===== src/rtl/dacl_pkg.sv =====
package dacl_pkg;
  localparam int DACL_BUS_W = 8;
  localparam int DACL_MSB_W = 2;

  typedef enum logic {
    MODE_SPLIT  = 1'b0,
    MODE_ATOMIC = 1'b1
  } dacl_mode_e;
endpackage


===== src/rtl/dacl_preload.sv =====
module dacl_preload #(
  parameter int MSB_W = 2
) (
  input  logic             clk,
  input  logic             rst_n,
  input  logic             pre_ld,
  input  logic [MSB_W-1:0] pre_din,
  output logic [MSB_W-1:0] pre_q
);
  logic [MSB_W-1:0] pre_d;

  always_comb begin
    pre_d = pre_q;
    if (pre_ld) pre_d = pre_din;
  end

  always_ff @(posedge clk or negedge rst_n) begin
    if (!rst_n) begin
      pre_q <= '0;
    end else if (pre_ld) begin
      pre_q <= pre_d;
    end
  end

  AST_PRE_HOLD: assert property (@(posedge clk) disable iff (!rst_n)
    !pre_ld |=> $stable(pre_q));
  AST_PRE_CAPTURE: assert property (@(posedge clk) disable iff (!rst_n)
    pre_ld |=> (pre_q == $past(pre_din)));
endmodule


===== src/rtl/dacl_code_reg.sv =====
module dacl_code_reg
  import dacl_pkg::*;
#(
  parameter int BUS_W = 8,
  parameter int MSB_W = 2,
  localparam int CODE_W = BUS_W + MSB_W
) (
  input  logic              clk,
  input  logic              rst_n,
  input  dacl_mode_e        mode,
  input  logic              msb_ld,
  input  logic              lsb_ld,
  input  logic [BUS_W-1:0]  bus,
  input  logic [MSB_W-1:0]  bus_top,
  input  logic [MSB_W-1:0]  held_top,
  output logic [CODE_W-1:0] code_q,
  output logic              upd_q
);
  logic [CODE_W-1:0] code_d;
  logic              code_en;
  logic              upd_d;

  always_comb begin
    code_d = code_q;
    if (mode == MODE_ATOMIC) begin
      if (msb_ld) code_d = {held_top, bus};
    end else begin
      if (msb_ld) code_d[CODE_W-1:BUS_W] = bus_top;
      if (lsb_ld) code_d[BUS_W-1:0]      = bus;
    end
    code_en = (code_d != code_q);
    upd_d   = code_en;
  end

  always_ff @(posedge clk or negedge rst_n) begin
    if (!rst_n) begin
      code_q <= '0;
    end else if (code_en) begin
      code_q <= code_d;
    end
  end

  always_ff @(posedge clk or negedge rst_n) begin
    if (!rst_n) begin
      upd_q <= 1'b0;
    end else begin
      upd_q <= upd_d;
    end
  end

  AST_IDLE_STABLE: assert property (@(posedge clk) disable iff (!rst_n)
    (!msb_ld && !lsb_ld) |=> $stable(code_q));
  AST_LSB_TRACK: assert property (@(posedge clk) disable iff (!rst_n)
    (mode == MODE_SPLIT && lsb_ld) |=> (code_q[BUS_W-1:0] == $past(bus)));
  AST_MSB_KEEP: assert property (@(posedge clk) disable iff (!rst_n)
    (mode == MODE_SPLIT && !msb_ld) |=> $stable(code_q[CODE_W-1:BUS_W]));
  AST_ATOMIC_WORD: assert property (@(posedge clk) disable iff (!rst_n)
    (mode == MODE_ATOMIC && msb_ld) |=> (code_q == {$past(held_top), $past(bus)}));
  AST_UPD_PULSE: assert property (@(posedge clk) disable iff (!rst_n)
    1'b1 |=> (upd_q == (code_q != $past(code_q))));
endmodule


===== src/rtl/dac_split_loader.sv =====
module dac_split_loader
  import dacl_pkg::*;
#(
  parameter int BUS_W = DACL_BUS_W,
  parameter int MSB_W = DACL_MSB_W,
  localparam int CODE_W = BUS_W + MSB_W
) (
  input  logic              clk,
  input  logic              rst_n,
  input  logic [BUS_W-1:0]  bus_d,
  input  logic              msb_en_n,
  input  logic              lsb_en_n,
  input  logic              pre_stb,
  input  logic              atomic_mode,
  output logic [CODE_W-1:0] code_q,
  output logic              code_upd
);
  dacl_mode_e       mode;
  logic             msb_ld;
  logic             lsb_ld;
  logic             pre_ld;
  logic [MSB_W-1:0] bus_top;
  logic [MSB_W-1:0] held_top;

  assign mode   = dacl_mode_e'(atomic_mode);
  assign msb_ld = !msb_en_n;
  assign lsb_ld = !lsb_en_n;
  assign pre_ld = pre_stb && (mode == MODE_ATOMIC);

  generate
    if (MSB_W <= BUS_W) begin : g_top_slice
      assign bus_top = bus_d[MSB_W-1:0];
    end else begin : g_top_pad
      assign bus_top = {{(MSB_W-BUS_W){1'b0}}, bus_d};
    end
  endgenerate

  dacl_preload #(.MSB_W(MSB_W)) u_pre (
    .clk     (clk),
    .rst_n   (rst_n),
    .pre_ld  (pre_ld),
    .pre_din (bus_top),
    .pre_q   (held_top)
  );

  dacl_code_reg #(.BUS_W(BUS_W), .MSB_W(MSB_W)) u_code (
    .clk      (clk),
    .rst_n    (rst_n),
    .mode     (mode),
    .msb_ld   (msb_ld),
    .lsb_ld   (lsb_ld),
    .bus      (bus_d),
    .bus_top  (bus_top),
    .held_top (held_top),
    .code_q   (code_q),
    .upd_q    (code_upd)
  );

  AST_BOTH_LOW: assert property (@(posedge clk) disable iff (!rst_n)
    (mode == MODE_SPLIT && msb_ld && lsb_ld) |=> (code_q == {$past(bus_top), $past(bus_d)}));
  AST_SAME_EDGE: assert property (@(posedge clk) disable iff (!rst_n)
    (pre_ld && msb_ld) |=> (code_q[CODE_W-1:BUS_W] == $past(held_top)));
endmodule


===== config.mk =====
export PLATFORM = sky130hd
export DESIGN_NAME = dac_split_loader
export DESIGN_NICKNAME = d
export VERILOG_FILES = /design/src/rtl/dacl_pkg.sv /design/src/rtl/dacl_preload.sv /design/src/rtl/dacl_code_reg.sv /design/src/rtl/dac_split_loader.sv
export SDC_FILE = /design/constraint.sdc
export NUM_CORES = 1
export LEC_CHECK = 0
export CORE_MARGIN = 3
export CORE_UTILIZATION = 25
export CTS_CLUSTER_SIZE = 14
export DETAILED_ROUTE_END_ITERATION = 10
export SKIP_CTS_REPAIR_TIMING = 1
export SLEW_MARGIN = 5
export SYNTH_ARGS = -nofsm -noshare
export SYNTH_HDL_FRONTEND = slang
export SYNTH_SLANG_ARGS = --single-unit

===== constraint.sdc =====
create_clock -name clk -period 1.6 [get_ports clk]
set_input_delay 0.48 -clock clk [delete_from_list [all_inputs] [get_ports clk]]
set_output_delay 0.48 -clock clk [all_outputs]
set_load 0.05 [all_outputs]

== Word-level counts from Yosys, hierarchy flattened ==
Index checks and enable logic that the tools add are counted.
Storage, ports and cells
  bits of input ports: 14
  bits in latches: 0
  word-level logic and storage cells: 9
  register bits: 13
  output and inout port bits: 11
  ROM bits: 0
  memories: 0
  bits in writable memories: 0
Cells by class
  add/subtract/negate cells: 0
  shift operators: 0
  $lt $le $gt $ge: 0
  $mul: 0
  reduce and logical (&&, ||, !) cells: 1
  bitwise gates (word level): 0
  divide/modulo/power cells: 0
  mux-type cells: 4
  eq/ne operators: 1
Operators with widths (count)
  $mux 10: 2
  $ne 10x10->1: 1
  $mux 8: 1
  $mux 2: 1
  $logic_and 1x1->1: 1

== Depth between registers and ports, before layout ==
Gate-level depths: netlist of run 1.
  depth after elaboration: 3
  mapped depth: 5

== Cells and area by module ==
Synthesis of run 1 repeated with hierarchy kept, for this count alone.
Second synthesis, totals
  cells, all modules: 48
  area total of the unflattened synthesis: 625.6 µm²
Modules (own cells, without submodules)
  dacl_code_reg: sequential area each 275.3 µm², area each 539.3 µm², cells each 41, times used 1
  dacl_preload: sequential area each 50.0 µm², area each 72.6 µm², cells each 4, times used 1
  dac_split_loader: sequential area each 0.0 µm², area each 13.8 µm², cells each 3, times used 1

== Worst setup path before layout of run 1 ==
No wires, ideal clock.
  kind: input -> register
  start: in atomic_mode
  end: reg u_code.code_q[0]
  stages on the path: 3
  required time: 1475 ps
  slack: 208 ps
  setup time: 125 ps
  arrival: 1267 ps
  cells stage by stage: buf_6 mux2i_4 mux2_2
On the way
  longest elaborated chain between the ends: 2
RTL lines
  from (decl): RTL line dac_split_loader.sv:14  | input logic atomic_mode,
  $mux 10 (*): RTL line dacl_code_reg.sv:25  | if (mode == MODE_ATOMIC) begin
  $ne 10x10->1: RTL line dacl_code_reg.sv:31  | code_en = (code_d != code_q);
  to (signal assigned): RTL line dacl_code_reg.sv:39  | code_q <= code_d;
  to (decl): RTL line dacl_code_reg.sv:16  | output logic [CODE_W-1:0] code_q,
Every way passes the cells marked *; elsewhere a longest branch is shown, timed or not.
A chain may end at the register's enable or synchronous reset.

== Worst setup path after layout of run 1 ==
  start: in msb_en_n
  end: reg u_code.code_q[3]
On the way
  longest elaborated chain between the ends: 3
  elaborated cells on any way between the ends: 4
RTL lines
  from (decl): RTL line dac_split_loader.sv:11  | input logic msb_en_n,
  $mux 10 or $mux 2 (tied branches): RTL line dacl_code_reg.sv:26, dacl_code_reg.sv:28
  $mux 10 (*): RTL line dacl_code_reg.sv:25
  $ne 10x10->1: RTL line dacl_code_reg.sv:31
Marked as above.

==> results.py, run 1 <==
metrics = {
    "sta": {
        "rsz0062_at_grt": "false",
        "finalMaxSlewViolations": 0,
        "slew_headroom_pct": 86.4,
        "setup_viol": 0,
        "max_freq_mhz": 688,
        "fin_tns_setup_ps": 0,
        "fin_crit_sh_pct": 90.8,
        "clock_skew_ps": 4.41,
        "finalCriticalPeriod_ps": 1450,
        "worstMarginPinSlew_ps": 201,
        "finalHoldViolCount": 0,
        "whs_ps": 506,
    },
    "routing": {
        "drc_errors": 0,
        "wl_per_cell_um": 12.1,
        "drt-initial-drc-count": 1,
        "drt_pre_antenna_iters": 2,
        "avgViaCountPerCell": 4.32,
        "ant_nets": 0,
        "via_count": 462,
        "drt_wl_total_um": 1300,
    },
    "yosys": {
        "ys_seq_area_share_pct": 51.1,
        "synth_nets": 61,
        "synth_seq_cells": 13,
        "syn_area_per_cell_um2": 13.6,
        "netlist_area_um2": 637,
        "synth-warning-count": 0,
        "syn_inst": 47,
        "synth_cell_types": 11,
    },
    "cells_and_area": {
        "multi_input_area_um2": 309,
        "layout_common_cells": "dfrtp_1, clkdlybuf4s50_1, buf_12",
        "fin_util_pct": 47.7,
        "regArea_um2": 325,
        "drive_gt1_share_pct": 40.5,
        "layout_commonest_cell": "dfrtp_1",
        "layout.nets": 94,
        "fillCellCount": 218,
        "antenna_cells": 0,
        "area_growth_pct": 73.7,
    },
    "clock_network": {
        "clk_pin_slew_ps": 80,
        "insertion_delay_ps": 270,
        "cts_tree": "built",
        "cts_root_buf": "clkbuf_4",
        "cts_buffer_depth": 2,
        "cts_buffers": 3,
        "numClockSinks": 13,
        "h-tree-depth": 1,
    },
    "setup_path": {
        "reg2reg_setup_slack_ps": 490,
        "reg2regPathDepth": 4,
        "end_kind": "flip-flop",
        "path_class": "input port to flip-flop",
        "crit_path_max_fanout": 9,
        "r2r_end": "u_code.upd_q$_DFF_PN0_",
        "r2r-start": "u_code.code_q[0]$_DFFE_PN0P_",
        "cp-start-kind": "input port",
        "critPathRequiredTime_ps": 1760,
        "cp.arrival_ps": 1610,
    },
    "floorplan": {
        "core_area_um2": 2320,
        "initial_utilization_pct": 27.5,
        "dieArea_um2": 3190,
        "die_x_um": 56.5,
        "ios": 25,
        "row_count": 17,
        "die_height_um": 56.5,
    },
    "hold_path": {
        "hold_path_class": "input port to asynchronous set/reset pin",
    },
    "placement": {
        "place.gp.congestion": 0.645,
        "port_buffers": 24,
        "hpwl_um": 1000,
    },
    "grt": {
        "grt_first_pass_wirelength_um": 2240,
        "first_global_vias": 504,
        "overflow": 0,
        "track_usage_pct": 9.01,
        "grt_max_degree": 14,
        "antenna_found_initial": 0,
    },
    "pwr": {
        "leakage_nw": 0.463,
        "vdd_drop_max_mv": 0.442,
        "power_density_nw_per_um2": 1010,
        "finalPower_mw": 1.11,
    },
    "job": {
        "max_cap_violations": 0,
    },
    "run_status": {
        "status": "complete, no violations",
    },
}
## cell type report
class	instances	area share, %
clock buffers	4	2.38
inverters	2	0.679
multi-input cells	31	27.9
flip-flops and latches	13	29.4
well taps	28	3.17
repair buffers	29	36.4
## metal layers
metal  GRT usage, %  wire, um  vias to the layer above
li1               -         -                      230
met4           4.07         0                        0
met5              0         0                        -
met3           3.45       124                        0
met1           12.5       615                      212
met2           12.2       557                       20
## cells by family after synthesis
| group | after synthesis | share of synthesized area, % |
|---|---|---|
| mux | 15 | 27.5 |
| compound gates | 2 | 1.57 |
| simple gates | 4 | 3.14 |
| xor+xnor | 10 | 13.8 |
| buf+inv | 3 | 2.95 |
| flops | 13 | 51.1 |
## where the power goes
group	internal [mW]	switching, mW
registers	0.373	0.0598
logic	0.266	0.218
clock network	0.0965	0.101
## worst max-delay path, cell delays in order
cell             delay (ps)
clkdlybuf4s50_1         460
mux2i_4                 190
buf_12                  150
mux2_2                  330
## synthesized netlist by cell type (all sizes together)
| cell type | n | area [um^2] |
|---|---|---|
| o21ai | 2 | 10.0 |
| dfrtp | 13 | 325 |
| nand4 | 2 | 12.5 |
| buf | 1 | 11.3 |
| mux2 | 10 | 113 |
| nand2 | 1 | 3.75 |
| mux2i | 5 | 62.6 |
| nor2 | 1 | 3.75 |
| xnor2 | 10 | 87.6 |
| inv | 2 | 7.51 |
## registers in the layout, indices dropped and copies added (netlist names)
register / cells
u_code.code_q: 10
u_code.upd_q: 1
u_pre.pre_q: 2
## worst max-delay path by stage
stage	start	to	slack, ps	depth (start not counted)
2_1_floorplan	atomic_mode	u_code.code_q[0]$_DFFE_PN0P_	210	3
3_3_place_gp	atomic_mode	u_code.code_q[1]$_DFFE_PN0P_	-340	3
3_5_place_dp	atomic_mode	u_code.code_q[3]$_DFFE_PN0P_	-360	3
4_1_cts	atomic_mode	u_code.code_q[3]$_DFFE_PN0P_	-70	3
5_1_grt	bus_d[0]	u_code.upd_q$_DFF_PN0_	70	5
6_report	msb_en_n	u_code.code_q[3]$_DFFE_PN0P_	150	4
## stage by stage
step / area [um^2] / instances / setup WS, ps
after floorplan: 637 / 47 / 208
after global routing: 1110 / 107 / 74.3
final: 1110 / 107 / 147
after CTS: 1070 / 106 / -71.2
after detailed placement: 1040 / 102 / -360
after global placement: 1040 / 102 / -339
No activity file was read; power rests on OpenSTA's default activity.
==> run 2, diff against run 1 <==
--- a/config.mk
+++ b/config.mk
@@ -5,6 +5,7 @@
 export SDC_FILE = /design/constraint.sdc
 export NUM_CORES = 1
 export LEC_CHECK = 0
+export CORE_ASPECT_RATIO = 1.25
 export CORE_MARGIN = 3
 export CORE_UTILIZATION = 25
 export CTS_CLUSTER_SIZE = 14
==> run 2 against run 1 <==
  * Flip-flop and latch count unchanged
  * Clock skew decreased by 3.3 ps
  * Power barely moved
  * Worst hold slack better by 1.3 ps
  * Via count grew 1.7%
  * Setup slack improved by 12 ps
  * Maximum frequency grew 0.87%
  * Combinational power hardly changed
  * Global-route usage up 0.71 points
  * Cell count rose by 2.8%
  * Sequential power about the same
  * Die area increased by 0.13%
==> results.py, run 2 (same netlist as run 1, synthesis figures left out) <==
metrics = {
    "grt": {
        "first_global_vias": 550,
        "antenna_found_initial": 0,
        "grt_first_pass_wirelength_um": 2330,
        "grt_max_degree": 14,
        "overflow": 0,
        "track_usage_pct": 9.72,
    },
    "placement": {
        "placed_cells": 106,
        "preCtsSetupSlack_ps": -323,
        "place.gp.congestion": 0.664,
        "port_buffers": 24,
        "hpwl_um": 1020,
    },
    "routing": {
        "wl_per_cell_um": 12.2,
        "avgViaCountPerCell": 4.27,
        "drt_pre_antenna_iters": 1,
        "drc_errors": 0,
        "drt-initial-drc-count": 0,
        "drt_wl_total_um": 1340,
        "via_count": 470,
        "ant_nets": 0,
    },
    "floorplan": {
        "ios": 25,
        "dieArea_um2": 3190,
        "die_height_um": 62.4,
        "row_count": 19,
        "initial_utilization_pct": 27.6,
        "die_x_um": 51.1,
        "core_area_um2": 2310,
    },
    "clock_network": {
        "clk_pin_slew_ps": 70,
        "cts_buffers": 3,
        "h-tree-depth": 1,
        "cts_root_buf": "clkbuf_4",
        "cts_tree": "built",
        "insertion_delay_ps": 270,
        "numClockSinks": 13,
        "cts_buffer_depth": 2,
    },
    "sta": {
        "finalHoldViolCount": 0,
        "rsz0062_at_grt": "false",
        "slew_headroom_pct": 85.9,
        "finalMaxSlewViolations": 0,
        "setup_viol": 0,
        "clock_skew_ps": 1.11,
        "setup_ws_ps": 159,
        "finalCriticalPeriod_ps": 1440,
        "worstMarginPinSlew_ps": 207,
        "max_freq_mhz": 694,
        "whs_ps": 507,
        "fin_crit_sh_pct": 90.1,
    },
    "setup_path": {
        "crit_path_max_fanout": 9,
        "critPathRequiredTime_ps": 1760,
        "path_class": "input port to flip-flop",
        "cp-start-kind": "input port",
        "end_kind": "flip-flop",
        "cp.arrival_ps": 1600,
    },
    "cells_and_area": {
        "layout_commonest_cell": "dfrtp_1",
        "multi_input_area_um2": 309,
        "area_growth_pct": 74.3,
        "largest_reg_flops": 10,
        "fillCellCount": 217,
        "regMostFlops": "u_code.code_q",
        "fin_util_pct": 48.1,
        "regArea_um2": 325,
        "drive_gt1_share_pct": 40.5,
        "antenna_cells": 0,
        "layout.nets": 94,
        "reg_top3": "u_code.code_q: 10 flops, u_pre.pre_q: 2 flops, u_code.upd_q: 1 flops",
        "layout_common_cells": "dfrtp_1, clkdlybuf4s50_1, buf_12",
        "final_cells": 110,
    },
    "pwr": {
        "power_density_nw_per_um2": 1000,
        "leakage_nw": 0.463,
        "vdd_drop_max_mv": 0.480,
    },
    "hold_path": {
        "hold_path_class": "input port to asynchronous set/reset pin",
    },
    "run_status": {
        "status": "complete, no violations",
    },
    "job": {
        "max_cap_violations": 0,
    },
}
==> run 2: cell counts in the layout (fill, tap and decap cells not counted) <==
No cell type changed its count.
==> run 2: layer usage <==
metal | vias to the layer above | part of all wire, % | wire (um) | global-route usage, %
met2 | 25 | 46 | 618 | 14.8
met3 | 2 | 11 | 145 | 4.53
li1 | 229 | - | - | -
met1 | 214 | 41 | 553 | 11.1
met4 | 0 | 1.6 | 21 | 5.05
met5 | - | 0 | 0 | 0
==> run 2: metrics by stage <==
step | TNS [ps] | power (mW) | cell area (um^2)
floorplan | 0 | 0.657 | 637
global placement | -2980 | 0.914 | 1060
detailed placement | -3190 | 0.921 | 1060
CTS | -78.2 | 1.13 | 1090
global route | 0 | 1.18 | 1110
finish | 0 | 1.11 | 1110
==> run 2: cell type report <==
cell class	count	area share (%)
well taps	31	3.49
repair buffers	29	36.3
multi-input cells	31	27.8
inverters	2	0.676
flip-flops and latches	13	29.3
clock buffers	4	2.37
==> run 2: final timing paths <==
check                                              from  slack [ps]                           end  depth (start not counted)
hold reg to reg              u_pre.pre_q[1]$_DFFE_PN0P_         540    u_pre.pre_q[1]$_DFFE_PN0P_                          1
max in group asynchronous                         rst_n         930  u_code.code_q[1]$_DFFE_PN0P_                          2
hold / removal                                    rst_n         510  u_code.code_q[4]$_DFFE_PN0P_                          2
min in group clk             u_pre.pre_q[1]$_DFFE_PN0P_         540    u_pre.pre_q[1]$_DFFE_PN0P_                          1
setup / recovery                               msb_en_n         160  u_code.code_q[1]$_DFFE_PN0P_                          4
setup reg to reg           u_code.code_q[0]$_DFFE_PN0P_         510        u_code.upd_q$_DFF_PN0_                          4
==> run 2: where the power goes <==
part / switching, mW / internal (mW)
Clock: 0.0999 / 0.0966
Combinational: 0.218 / 0.266
Sequential: 0.0610 / 0.373
Total: 0.379 / 0.736
==> run 2: worst max-delay path, cell delays in order <==
cell and delay, ps:
clkdlybuf4s50_1 460, mux2i_4 190, buf_12 150, mux2_2 320
==> run 3, diff against run 2 <==
--- a/config.mk
+++ b/config.mk
@@ -5,6 +5,7 @@
 export SDC_FILE = /design/constraint.sdc
 export NUM_CORES = 1
 export LEC_CHECK = 0
+export CAP_MARGIN = 20
 export CORE_ASPECT_RATIO = 1.25
 export CORE_MARGIN = 3
 export CORE_UTILIZATION = 25
==> constraint.sdc (replaced) <==
create_clock -name clk -period 1.8 [get_ports clk]
set_input_delay 0.54 -clock clk [delete_from_list [all_inputs] [get_ports clk]]
set_output_delay 0.54 -clock clk [all_outputs]
set_load 0.05 [all_outputs]
==> run 3 against run 2 <==
  * First-iteration DRC count is 6 higher
  * Worst hold slack better by 27 ps
  * Power fell by 12%
  * Design area down 2.1%
  * Critical path type unchanged
  * Register-to-register slack better by 170 ps
  * Sequential share of layout area grew 0.64 points
  * Critical path depth is 2 higher
  * Combinational power decreased by 13%
==> results.py, run 3 (same netlist as run 1, synthesis figures left out) <==
metrics = {
    "cells_and_area": {
        "reg_top3": "u_code.code_q: 10 flops, u_pre.pre_q: 2 flops, u_code.upd_q: 1 flops",
        "layout.nets": 94,
        "layout_common_cells": "clkdlybuf4s50_1, dfrtp_1, buf_12",
        "area_growth_pct": 70.5,
        "drive_gt1_share_pct": 40.5,
        "regMostFlops": "u_code.code_q",
        "stdcell_area_um2": 1090,
        "antenna_cells": 0,
        "final_cells": 110,
        "fin_util_pct": 47.1,
        "largest_reg_flops": 10,
    },
    "setup_path": {
        "crit_path_max_fanout": 3,
        "critPathTopFamily": "buffers and inverters",
        "max_stage_delay_ps": 540,
        "cp.buffers_inverters": 2,
        "critPathRequiredTime_ps": 1990,
        "cp-start-kind": "input port",
        "end_kind": "flip-flop",
        "path_class": "input port to flip-flop",
        "cp.arrival_ps": 1880,
        "cp_cell_sequence": "clkdlybuf4s50_1, buf_4, mux2i_2, xnor2_1, nor2_1, o21ai_0",
        "critPathSlowestCell": "clkdlybuf4s50_1",
    },
    "floorplan": {
        "dieArea_um2": 3190,
        "die_x_um": 51.1,
        "die_height_um": 62.4,
        "initial_utilization_pct": 27.6,
        "row_count": 19,
        "ios": 25,
        "core_area_um2": 2310,
    },
    "job": {
        "max_cap_violations": 0,
    },
    "placement": {
        "placed_cell_area_um2": 1050,
        "port_buffers": 24,
        "preCtsSetupSlack_ps": -166,
        "hpwl_um": 966,
        "place.gp.congestion": 0.717,
        "placed_cells": 106,
    },
    "clock_network": {
        "numClockSinks": 13,
        "cts_buffers": 3,
        "h-tree-depth": 1,
        "clk_pin_slew_ps": 80,
        "cts_root_buf": "clkbuf_4",
        "cts_tree": "built",
        "cts_buffer_depth": 2,
        "insertion_delay_ps": 270,
    },
    "sta": {
        "finalCriticalPeriod_ps": 1690,
        "clock_skew_ps": 2.10,
        "setup_viol": 0,
        "finalHoldViolCount": 0,
        "fin_crit_sh_pct": 93.8,
        "whs_ps": 533,
        "fin_tns_setup_ps": 0,
        "max_freq_mhz": 592,
        "finalMaxSlewViolations": 0,
        "setup_ws_ps": 111,
        "rsz0062_at_grt": "false",
        "slew_headroom_pct": 85.0,
        "worstMarginPinSlew_ps": 221,
    },
    "pwr": {
        "finalPower_uw": 979,
        "power_density_nw_per_um2": 902,
        "vdd_drop_max_mv": 0.700,
        "leakage_nw": 0.447,
    },
    "routing": {
        "drt_wl_total_um": 1260,
        "via_count": 464,
        "wl_per_cell_um": 11.5,
        "avgViaCountPerCell": 4.22,
        "drt-initial-drc-count": 6,
        "drt_pre_antenna_iters": 2,
        "drc_errors": 0,
        "ant_nets": 0,
    },
    "grt": {
        "first_global_vias": 494,
        "grt_max_degree": 14,
        "overflow": 0,
        "grt_first_pass_wirelength_um": 2140,
        "track_usage_pct": 8.88,
        "antenna_found_initial": 0,
    },
    "run_status": {
        "status": "complete, no violations",
    },
    "hold_path": {
        "hold_path_class": "flip-flop to flip-flop",
    },
}
run 3: changes by cell type in the layout (fill, tap and decap cells not counted):
cell / delta
buf_12: -1
dlymetal6s2s_1: -1
mux2i_4: -1
mux2i_2: +1
clkdlybuf4s50_1: +1
buf_4: +1
run 3: metal layers:
metal	GRT usage (%)	vias up	routed length (um)
li1	-	227	-
met2	12.7	24	565
met3	5.01	0	139
met1	11.5	213	559
met4	2.02	0	0
met5	0	-	0
run 3: area by class of cell:
type,count,area [um^2]
sequential,13,325
multi-input combinational,31,300
timing repair buffer,29,388
inverter,2,7.51
tap,31,38.8
fill,216,1220
clock buffer,4,26.3
run 3: path summary, 6_finish.rpt:
check / from / endpoint / slack (ps) / cells past startpoint
setup / recovery: atomic_mode / u_code.upd_q$_DFF_PN0_ / 110 / 6
hold / removal: u_pre.pre_q[0]$_DFFE_PN0P_ / u_pre.pre_q[0]$_DFFE_PN0P_ / 530 / 1
setup reg to reg: u_code.code_q[0]$_DFFE_PN0P_ / u_code.upd_q$_DFF_PN0_ / 680 / 4
hold reg to reg: u_pre.pre_q[0]$_DFFE_PN0P_ / u_pre.pre_q[0]$_DFFE_PN0P_ / 530 / 1
max in group asynchronous: rst_n / u_code.code_q[6]$_DFFE_PN0P_ / 1070 / 2
min in group asynchronous: rst_n / u_code.code_q[1]$_DFFE_PN0P_ / 560 / 2
run 3: where the power goes:
part / total (mW) / switching (mW) / internal (mW)
clock: 0.177 / 0.0916 / 0.0859
combinational: 0.419 / 0.193 / 0.227
sequential: 0.383 / 0.0508 / 0.332
total: 0.979 / 0.335 / 0.644
run 3: worst reg2reg max path: stages (launching register included):
cell and delay [ps]:
dfrtp_1 440, xnor2_1 180, nand4_1 120, o21ai_0 160, o21ai_0 110
